==> src/rtl/boot_role_pkg.sv <==
package boot_role_pkg;

  typedef enum logic [2:0] {
    ST_RESET    = 3'd0,
    ST_SELFTEST = 3'd1,
    ST_REQUEST  = 3'd2,
    ST_AWAIT    = 3'd3,
    ST_BSP_RUN  = 3'd4,
    ST_AP_WAIT  = 3'd5,
    ST_AP_RUN   = 3'd6,
    ST_DISABLED = 3'd7
  } role_state_t;

endpackage

==> src/rtl/brc_prio_map.sv <==
module brc_prio_map #(
  parameter int ID_W        = 8,
  parameter bit PRIO_INVERT = 1'b0
) (
  input  logic [ID_W-1:0] id_i,
  output logic [ID_W-1:0] prio_o
);

  generate
    if (PRIO_INVERT) begin : g_inv
      assign prio_o = ~id_i;
    end else begin : g_ident
      assign prio_o = id_i;
    end
  endgenerate

endmodule

==> src/rtl/brc_req_chan.sv <==
module brc_req_chan #(
  parameter int ID_W = 8
) (
  input  logic            clk,
  input  logic            rst_n,
  input  logic            launch_i,
  input  logic [ID_W-1:0] prio_i,
  input  logic            ready_i,
  output logic            valid_o,
  output logic [ID_W-1:0] prio_o,
  output logic            fire_o
);

  logic            vld_q;
  logic [ID_W-1:0] prio_q;

  assign fire_o  = vld_q && ready_i;
  assign valid_o = vld_q;
  assign prio_o  = prio_q;

  always_ff @(posedge clk) begin
    if (!rst_n) begin
      vld_q  <= 1'b0;
      prio_q <= '0;
    end else if (launch_i && !vld_q) begin
      vld_q  <= 1'b1;
      prio_q <= prio_i;
    end else if (fire_o) begin
      vld_q  <= 1'b0;
    end
  end

endmodule

==> src/rtl/brc_id_match.sv <==
module brc_id_match #(
  parameter int ID_W = 8
) (
  input  logic            arm_i,
  input  logic            bvalid_i,
  input  logic [ID_W-1:0] bid_i,
  input  logic [ID_W-1:0] own_i,
  output logic            win_o,
  output logic            lose_o
);

  logic seen;
  logic same;

  assign seen   = arm_i && bvalid_i;
  assign same   = (bid_i == own_i);
  assign win_o  = seen && same;
  assign lose_o = seen && !same;

endmodule

==> src/rtl/boot_role_ctrl.sv <==
module boot_role_ctrl
  import boot_role_pkg::*;
#(
  parameter int ID_W        = 8,
  parameter bit PRIO_INVERT = 1'b0
) (
  input  logic            clk,
  input  logic            rst_n,
  input  logic [ID_W-1:0] core_id,
  input  logic            fused_off,
  output logic            bist_start,
  input  logic            bist_done,
  input  logic            bist_pass,
  output logic            req_valid,
  input  logic            req_ready,
  output logic [ID_W-1:0] req_prio,
  input  logic            bcast_valid,
  input  logic [ID_W-1:0] bcast_id,
  input  logic            sipi,
  output logic            bsp_flag,
  output logic            fetch_en
);

  role_state_t     st_q, st_d;
  logic [ID_W-1:0] prio_w;
  logic            launch;
  logic            fire;
  logic            win;
  logic            lose;
  logic            bsp_q, fetch_q;

  brc_prio_map #(.ID_W(ID_W), .PRIO_INVERT(PRIO_INVERT)) u_prio (
    .id_i   (core_id),
    .prio_o (prio_w)
  );

  assign launch = (st_q == ST_SELFTEST) && bist_done && bist_pass;

  brc_req_chan #(.ID_W(ID_W)) u_req (
    .clk      (clk),
    .rst_n    (rst_n),
    .launch_i (launch),
    .prio_i   (prio_w),
    .ready_i  (req_ready),
    .valid_o  (req_valid),
    .prio_o   (req_prio),
    .fire_o   (fire)
  );

  brc_id_match #(.ID_W(ID_W)) u_match (
    .arm_i    (st_q == ST_AWAIT),
    .bvalid_i (bcast_valid),
    .bid_i    (bcast_id),
    .own_i    (core_id),
    .win_o    (win),
    .lose_o   (lose)
  );

  always_comb begin
    st_d = st_q;
    unique case (st_q)
      ST_RESET:    st_d = fused_off ? ST_DISABLED : ST_SELFTEST;
      ST_SELFTEST: if (bist_done) st_d = bist_pass ? ST_REQUEST : ST_AP_WAIT;
      ST_REQUEST:  if (fire) st_d = ST_AWAIT;
      ST_AWAIT: begin
        if (win)       st_d = ST_BSP_RUN;
        else if (lose) st_d = ST_AP_WAIT;
      end
      ST_AP_WAIT:  if (sipi) st_d = ST_AP_RUN;
      ST_BSP_RUN, ST_AP_RUN, ST_DISABLED: st_d = st_q;
      default:     st_d = ST_DISABLED;
    endcase
  end

  always_ff @(posedge clk) begin
    if (!rst_n) begin
      st_q    <= ST_RESET;
      bsp_q   <= 1'b0;
      fetch_q <= 1'b0;
    end else begin
      st_q    <= st_d;
      bsp_q   <= (st_d == ST_BSP_RUN);
      fetch_q <= (st_d == ST_BSP_RUN) || (st_d == ST_AP_RUN);
    end
  end

  assign bist_start = (st_q == ST_SELFTEST);
  assign bsp_flag   = bsp_q;
  assign fetch_en   = fetch_q;

endmodule

==> config.mk <==
export PLATFORM = sky130hd
export DESIGN_NAME = boot_role_ctrl
export DESIGN_NICKNAME = d
export VERILOG_FILES = /design/src/rtl/boot_role_pkg.sv /design/src/rtl/brc_prio_map.sv /design/src/rtl/brc_req_chan.sv /design/src/rtl/brc_id_match.sv /design/src/rtl/boot_role_ctrl.sv
export SDC_FILE = /design/constraint.sdc
export NUM_CORES = 1
export LEC_CHECK = 0
export ABC_AREA = 1
export BUFFER_PORTS_ARGS = -buffer_cell sky130_fd_sc_hd__buf_2
export CAP_MARGIN = 15
export CORE_MARGIN = 5
export CORE_UTILIZATION = 30
export CTS_CLUSTER_SIZE = 30
export DETAILED_ROUTE_END_ITERATION = 16
export HOLD_SLACK_MARGIN = 0.1
export MAX_ROUTING_LAYER = met4
export PLACE_DENSITY = 0.6
export SYNTH_ARGS = -nofsm -noshare
export SYNTH_HDL_FRONTEND = slang
export SYNTH_SLANG_ARGS = --single-unit
export TNS_END_PERCENT = 100
==> constraint.sdc <==
create_clock -name clk -period 2.6 [get_ports clk]
set_clock_uncertainty 0.1 [all_clocks]
set_input_delay 0.26 -clock clk [delete_from_list [all_inputs] [get_ports clk]]
set_output_delay 0.26 -clock clk [all_outputs]
set_load 0.02 [all_outputs]
---- Word level (Yosys, flattened, before mapping) ----
Index checks and enable logic that the tools add are counted.
operators by class
  equality and inequality tests ........... 10
  multiplexer cells ....................... 10
  reductions and logical operators ........ 13
operators by type and width
  cell                  count
  $mux W3               7
  $eq A3 B3 Y1 const B  6
  $pmux W3 S6           1
  $eq A8 B8 Y1          1
  $logic_and A1 B1 Y1   7
  $eq A3 B2 Y1 const B  2
  $eq A3 B1 Y1 const B  1
  $logic_not A3 Y1      1
  $reduce_or A3 Y1      1
  $logic_not A1 Y1      2
  $mux W1               2
  $reduce_bool A2 Y1    1
  $logic_or A1 B1 Y1    1
word-level totals
  bits in registers ....................... 14
  input bits .............................. 24
  output and inout port bits .............. 12
  word-level logic and storage cells ...... 38

---- Logic depth before layout (Yosys ltp) ----
Gate-level depths: netlist of run 1.
  depth after elaboration ................. 8
  gate-level depth with buffers ........... 8

---- Hierarchy ----
From an unflattened synthesis of run 1, not the netlist that was laid out.
second synthesis, totals
  cell total of the unflattened synthesis .. 186
  area, all modules ....................... 1039.7 um^2
modules (own cells, without submodules)
  module          times used  cells each  area each (um^2)  seq. area each (um^2)
  brc_req_chan    1           58          391.6             180.2
  boot_role_ctrl  1           48          311.5             100.1
  brc_id_match    1           72          276.5             0.0
  brc_prio_map    1           8           60.1              0.0

---- Worst setup path before layout of run 1 ----
OpenSTA, ideal clock, no wires.
  kind .................................... register to register
  start point ............................. register st_q[0]
  end point ............................... register u_req.prio_q[4] (netlist: u_req.prio_o[4])
  arrival ................................. 1.186 ns
  data required time ...................... 2.434 ns
  setup slack ............................. 1.248 ns
  cell stages (with the launch flop) ...... 8
  path buffers ............................ 1
  cells stage by stage .................... dfxtp_1 > inv_2 > nor3_4 > nand3_2 > clkinv_2 > buf_12 > o21ai_2 > a21oi_2
between the ends
  word-level cells in the longest chain between the ends .. 4
ends and longest elaborated chain
  what                              RTL line              text
  from (decl)                       boot_role_ctrl.sv:24  role_state_t st_q, st_d;
  from (signal assigned)            boot_role_ctrl.sv:81  st_q <= st_d;
  $eq A3 B1 Y1                      --
  via bist_start                    boot_role_ctrl.sv:11  output logic bist_start,
  $logic_and A1 B1 Y1 (2 in a row)  boot_role_ctrl.sv:37  assign launch = (st_q == ST_SELFTEST) && bist_done && bist_pass;
  $logic_and A1 B1 Y1               brc_req_chan.sv:25    end else if (launch_i && !vld_q) begin
  to (signal assigned)              brc_req_chan.sv:27    prio_q <= prio_i;
  to (decl)                         brc_req_chan.sv:15    logic [ID_W-1:0] prio_q;
The timed path passes the listed nets, and every way through them passes these cells.
A chain may end at the register's enable or synchronous reset.

---- Final worst setup path of run 1 ----
  start point ............................. register st_q[0]
  end point ............................... output port bist_start
between the ends
  word-level cells in the longest chain between the ends .. 1
ends and longest elaborated chain
  what          RTL line              text
  $eq A3 B1 Y1  boot_role_ctrl.sv:87  assign bist_start = (st_q == ST_SELFTEST);
  to (decl)     boot_role_ctrl.sv:11
No other way between the ends.

==> flow_metrics.py, run 1 <==
metrics = {
    "clock_tree": {
        "cts_resized": 0,
        "post-cts-setup-buffer-count": 0,
        "cts_buffers": 3,
        "htreeDepth": 1,
        "cts_tree": "done",
        "cts_sinks": 14,
        "cts-root-buf": "clkbuf_4",
        "clock_path_buffers": 2,
        "clkTransAtPathRegs_ns": 0.08,
        "ctsHoldBuffers": 0,
        "clock_latency_ns": 0.27,
    },
    "die": {
        "die_w_um": 59.9,
        "die_h_um": 59.9,
        "dieArea_mm2": 0.00359,
        "start_util_pct": 30.8,
        "num_rows": 18,
        "core_mm2": 0.00243,
        "ioPinCount": 36,
    },
    "grt": {
        "grt_start_max_net_pins": 15,
        "grt_pass1_vias": 782,
        "grt_first_pass_wirelength_mm": 3.12,
        "grtUsageMet2_pct": 18.7,
        "grt_use_met1_pct": 13.9,
        "antenna_found_initial": 0,
        "grt_usage_pct": 11.6,
        "grtUsageMet3_pct": 2.59,
        "grt_busiest_layer": "met2",
        "grt-ovfl-total": 0,
    },
    "routing": {
        "wl_per_cell_um": 10.4,
        "totalWireLength_mm": 1.82,
        "dr.first_iter.drc_count": 25,
        "firstDrtPassIters": 4,
        "avgViaCountPerCell": 4.68,
        "drc": 0,
        "ant_nets": 0,
        "vias": 819,
    },
    "synth": {
        "synth-seq-cells": 14,
        "yosysTopAreaCell": "dfxtp_1",
        "syn_area_per_cell_um2": 6.86,
        "ys_seq_area_share_pct": 37.5,
        "syn-instance-count": 109,
        "synth.area.top_cells": "dfxtp_1 37%, nand2_1 11%, inv_1 9.0%",
        "synth_fp_nets": 133,
        "netlist_area_um2": 748,
        "synthDistinctLibCells": 19,
        "yosys_warnings": 0,
        "synth_top_area_share_pct": 37.5,
    },
    "critical_path": {
        "rr_startpoint": "st_q[0]",
        "worst_setup_path_end_kind": "output pin",
        "path_class": "reg2out",
        "r2r_end": "u_req.prio_o[2]",
        "r2r_setup_slack_ns": 1.19,
        "cp_max_fo": 5,
        "crit_required_ns": 2.24,
        "start_kind": "flop",
        "cp.arrival_ns": 1.16,
        "reg2reg_depth": 6,
    },
    "sta": {
        "rsz0062_at_grt": "false",
        "setup_viol": 0,
        "min_period_ns": 1.52,
        "final_hold_viol_count": 0,
        "slew_headroom_pct": 83.7,
        "tightest_slew_ns": 0.244,
        "finalMaxSlewViolations": 0,
        "fmax_ghz": 0.660,
        "fin_tns_setup_ns": 0,
        "min_period_over_period_pct": 58.3,
    },
    "min_path": {
        "holdPathStages": 3,
        "hp-start": "core_id[0]",
        "hold_class": "in2reg",
        "min_to": "u_req.prio_o[0]",
    },
    "cells_and_area": {
        "diodes": 0,
        "final_cell_mix": "35 x buf_2, 22 x nand2_1, 18 x inv_1",
        "syn2layout_area_growth_pct": 28.1,
        "final_common_cell": "buf_2",
        "utilization_pct": 39.4,
        "fin_cells": 175,
        "nets": 171,
        "fillers": 283,
        "drive_gt1_share_pct": 31.7,
    },
    "status": {
        "status": "complete, no violations",
    },
    "power": {
        "power_density_mw_per_mm2": 719,
        "irDropWorstVdd_mv": 0.275,
        "p_leak_nw": 0.532,
        "power_w": 0.000689,
    },
    "placement": {
        "hpwl_mm": 1.54,
        "port_buffers": 35,
        "dp_cells": 172,
        "finalWeightedCongestion": 0.886,
    },
    "run": {
        "cap_violations": 0,
    },
}
## cells by family after synthesis
family / synth area share [%]
AO/OA/AOI/OAI: 15.7
XOR/XNOR: 2.34
buffers and inverters: 13.5
AND/OR/NAND/NOR: 30.9
flip-flops: 37.5
## worst max-delay path, cell delays in order, from the launching register on
cell and delay (ns):
dfxtp_1 0.37, inv_2 0.08, nor3_4 0.21, buf_2 0.22
## stage by stage
stage | hold WS [ns] | area (um^2) | worst slack (ns)
3_5_place_dp | 0.373 | 936 | 1.19
4_1_cts | 0.139 | 958 | 1.07
6_report | 0.144 | 958 | 1.08
3_3_place_gp | 0.371 | 936 | 1.25
5_1_grt | 0.145 | 958 | 1.01
2_1_floorplan | 0.308 | 748 | 1.25
## worst max-delay path by stage
stage / startpoint / end / slack [ns] / depth (start not counted)
5_1_grt: st_q[0] / bist_start / 1.01 / 3
3_3_place_gp: st_q[0] / u_req.prio_o[6] / 1.25 / 6
6_report: st_q[0] / bist_start / 1.08 / 3
3_5_place_dp: st_q[0] / u_req.prio_o[2] / 1.19 / 6
2_1_floorplan: st_q[0] / u_req.prio_o[4] / 1.25 / 7
4_1_cts: st_q[0] / bist_start / 1.07 / 3
## cell usage after synthesis
library cell  instances
clkbuf_2              1
nand3_2               1
nand3_1               8
nor3_4                1
o21ai_0               7
xnor2_1               2
nand4_1               3
o21ai_2               2
clkinv_2              1
a211oi_1              2
inv_1                18
inv_2                 1
nor2_1               17
o21bai_1              1
buf_12                1
a21oi_2               2
a21oi_1               5
nand2_1              22
dfxtp_1              14
## flip-flops by register name, summed over array words and instances, names as in the netlist
signal / flops
bsp_flag: 1
u_req.valid_o: 1
u_req.prio_o: 8
st_q: 3
fetch_en: 1
## where the power goes
part | total, W | internal, W | switching (W) | leakage [nW]
Sequential | 0.000290 | 0.000258 | 0.0000318 | 0.114
Clock | 0.000120 | 0.0000537 | 0.0000661 | 0.0138
Combinational | 0.000279 | 0.0000990 | 0.000180 | 0.404
Total | 0.000689 | 0.000411 | 0.000278 | 0.532
## cell type report
type	instances	area, um^2	area share, %
multi-input combinational	73	367	38.3
timing repair buffer	35	175	18.3
inverter	20	76.3	7.96
clock buffer	3	22.5	2.35
sequential	14	280	29.2
tap	30	37.5	3.92
## routing by layer
layer | vias up | part of all wire, %
met2 | 32 | 44
li1 | 421 | -
met3 | 4 | 9.2
met5 | - | 0
met1 | 362 | 45
met4 | 0 | 1.7
No activity file was read; power rests on OpenSTA's default activity.
==> run 2, diff against run 1 <==
==> constraint.sdc (replaced) <==
create_clock -name clk -period 1.5 [get_ports clk]
set_clock_uncertainty 0.1 [all_clocks]
set_input_delay 0.15 -clock clk [delete_from_list [all_inputs] [get_ports clk]]
set_output_delay 0.15 -clock clk [all_outputs]
set_load 0.02 [all_outputs]
==> run 2 against run 1 <==
Against the previous run: critical path depth rose by 7; first-iteration DRC count is 40% lower; total power up 93%; via count grew 2.3%; critical path type is now in2reg; highest routed layer unchanged.
==> flow_metrics.py, run 2 (synthesized netlist as in run 1, its figures left out) <==
metrics = {
    "status": {
        "status": "complete, no violations",
    },
    "grt": {
        "grt_pass1_vias": 770,
        "grt_first_pass_wirelength_mm": 3.13,
        "grt_start_max_net_pins": 15,
        "antenna_found_initial": 0,
        "grt-ovfl-total": 0,
        "grt_usage_pct": 11.7,
    },
    "critical_path": {
        "worst_setup_path_end_kind": "flop",
        "crit_required_ns": 1.61,
        "start_kind": "input port",
        "rr_startpoint": "st_q[0]",
        "r2r_end": "u_req.prio_o[2]",
        "reg2reg_depth": 6,
        "cp_max_fo": 3,
        "path_class": "in2reg",
        "r2r_setup_slack_ns": 0.12,
        "cp.arrival_ns": 1.50,
    },
    "clock_tree": {
        "clock_path_buffers": 2,
        "cts_tree": "done",
        "clock_latency_ns": 0.27,
        "cts-root-buf": "clkbuf_4",
        "cts_buffers": 3,
        "htreeDepth": 1,
        "cts_sinks": 14,
        "clkTransAtPathRegs_ns": 0.09,
    },
    "sta": {
        "min_period_over_period_pct": 93.0,
        "tightest_slew_ns": 0.297,
        "min_period_ns": 1.40,
        "setup_viol": 0,
        "fin_tns_setup_ns": 0,
        "finalMaxSlewViolations": 0,
        "fmax_ghz": 0.717,
        "final_hold_viol_count": 0,
        "slew_headroom_pct": 80.1,
    },
    "die": {
        "ioPinCount": 36,
        "num_rows": 18,
        "core_mm2": 0.00243,
        "start_util_pct": 30.8,
        "die_w_um": 59.9,
        "dieArea_mm2": 0.00359,
        "die_h_um": 59.9,
    },
    "placement": {
        "port_buffers": 35,
        "finalWeightedCongestion": 0.790,
        "hpwl_mm": 1.49,
        "dp_cells": 172,
    },
    "min_path": {
        "holdPathStages": 5,
        "min_to": "st_q[2]",
        "hp-start": "bist_done",
        "hold_class": "in2reg",
    },
    "routing": {
        "ant_nets": 0,
        "drc": 0,
        "vias": 838,
        "totalWireLength_mm": 1.94,
        "dr.first_iter.drc_count": 15,
        "avgViaCountPerCell": 4.51,
        "firstDrtPassIters": 4,
        "wl_per_cell_um": 10.4,
    },
    "cells_and_area": {
        "diodes": 0,
        "fin_cells": 186,
        "syn2layout_area_growth_pct": 50.5,
        "nets": 181,
        "utilization_pct": 46.3,
        "final_common_cell": "buf_2",
        "drive_gt1_share_pct": 33.3,
        "final_cell_mix": "32 x buf_2, 22 x nand2_1, 18 x inv_1",
        "largest_reg_flops": 8,
    },
    "power": {
        "irDropWorstVdd_mv": 0.570,
        "p_leak_nw": 0.595,
        "power_density_mw_per_mm2": 1180,
        "power_w": 0.00133,
    },
    "run": {
        "cap_violations": 0,
    },
}
-- run 2: cell count changes in the layout (fill, tap and decap cells not counted), moves of 2 or more --
| cell | before | now |
|---|---|---|
| buf_2 | 35 | 32 |
| dlygate4sd3_1 | 0 | 10 |
| nand3_1 | 8 | 6 |
| inv_4 | 0 | 2 |
-- run 2: worst max-delay path, stage by stage --
cell,delay [ns]
dlygate4sd3_1,0.52
buf_2,0.10
inv_1,0.05
nand2_1,0.06
nand2_1,0.06
nor2_2,0.12
nand3_2,0.11
o21bai_4,0.18
nand3_2,0.07
nor2_1,0.09
-- run 2: per-layer routing --
layer / vias to the layer above / global-route usage, % / wire [um]
met4: 0 / 3.80 / 9
met1: 370 / 15.1 / 852
li1: 440 / - / -
met2: 26 / 18.5 / 926
met3: 2 / 1.94 / 146
met5: - / - / 0
-- run 2: worst max path at each step --
stage,start,to,slack [ns],cells after the start
floorplan,st_q[0],u_req.prio_o[4],0.15,7
global placement,st_q[2],bsp_flag,0.23,7
detailed placement,st_q[0],u_req.prio_o[2],0.15,6
CTS,core_id[1],bsp_flag,0.06,10
global route,core_id[4],fetch_en,-0.01,9
finish,core_id[1],bsp_flag,0.10,10
-- run 2: area by class of cell --
| type | instances | area (um^2) |
|---|---|---|
| Multi-Input combinational cell | 73 | 398 |
| Timing Repair Buffer | 44 | 279 |
| Timing Repair inverter | 1 | 6.26 |
| Sequential cell | 14 | 284 |
| Fill cell | 246 | 1310 |
| Inverter | 20 | 85.1 |
| Clock buffer | 4 | 36.3 |
| Tap cell | 30 | 37.5 |
-- run 2: stage by stage --
| stage | worst slack [ns] | area [um^2] | hold slack, ns |
|---|---|---|---|
| 2_1_floorplan | 0.148 | 748 | 0.198 |
| 3_3_place_gp | 0.229 | 936 | 0.314 |
| 3_5_place_dp | 0.147 | 936 | 0.321 |
| 4_1_cts | 0.0553 | 1070 | 0.173 |
| 5_1_grt | -0.0118 | 1130 | 0.211 |
| 6_report | 0.105 | 1130 | 0.181 |
-- run 2: where the power goes --
part	switching, W	internal [W]	total, W
clock network	0.000113	0.000147	0.000261
logic	0.000332	0.000224	0.000556
registers	0.0000568	0.000454	0.000511
-- run 2: timing repair --
item,CTS,global route
hold endpoints to repair,9,0
setup endpoints to repair,0,7
gates resized for setup,0,14
setup buffers,0,1
hold buffers,10,0
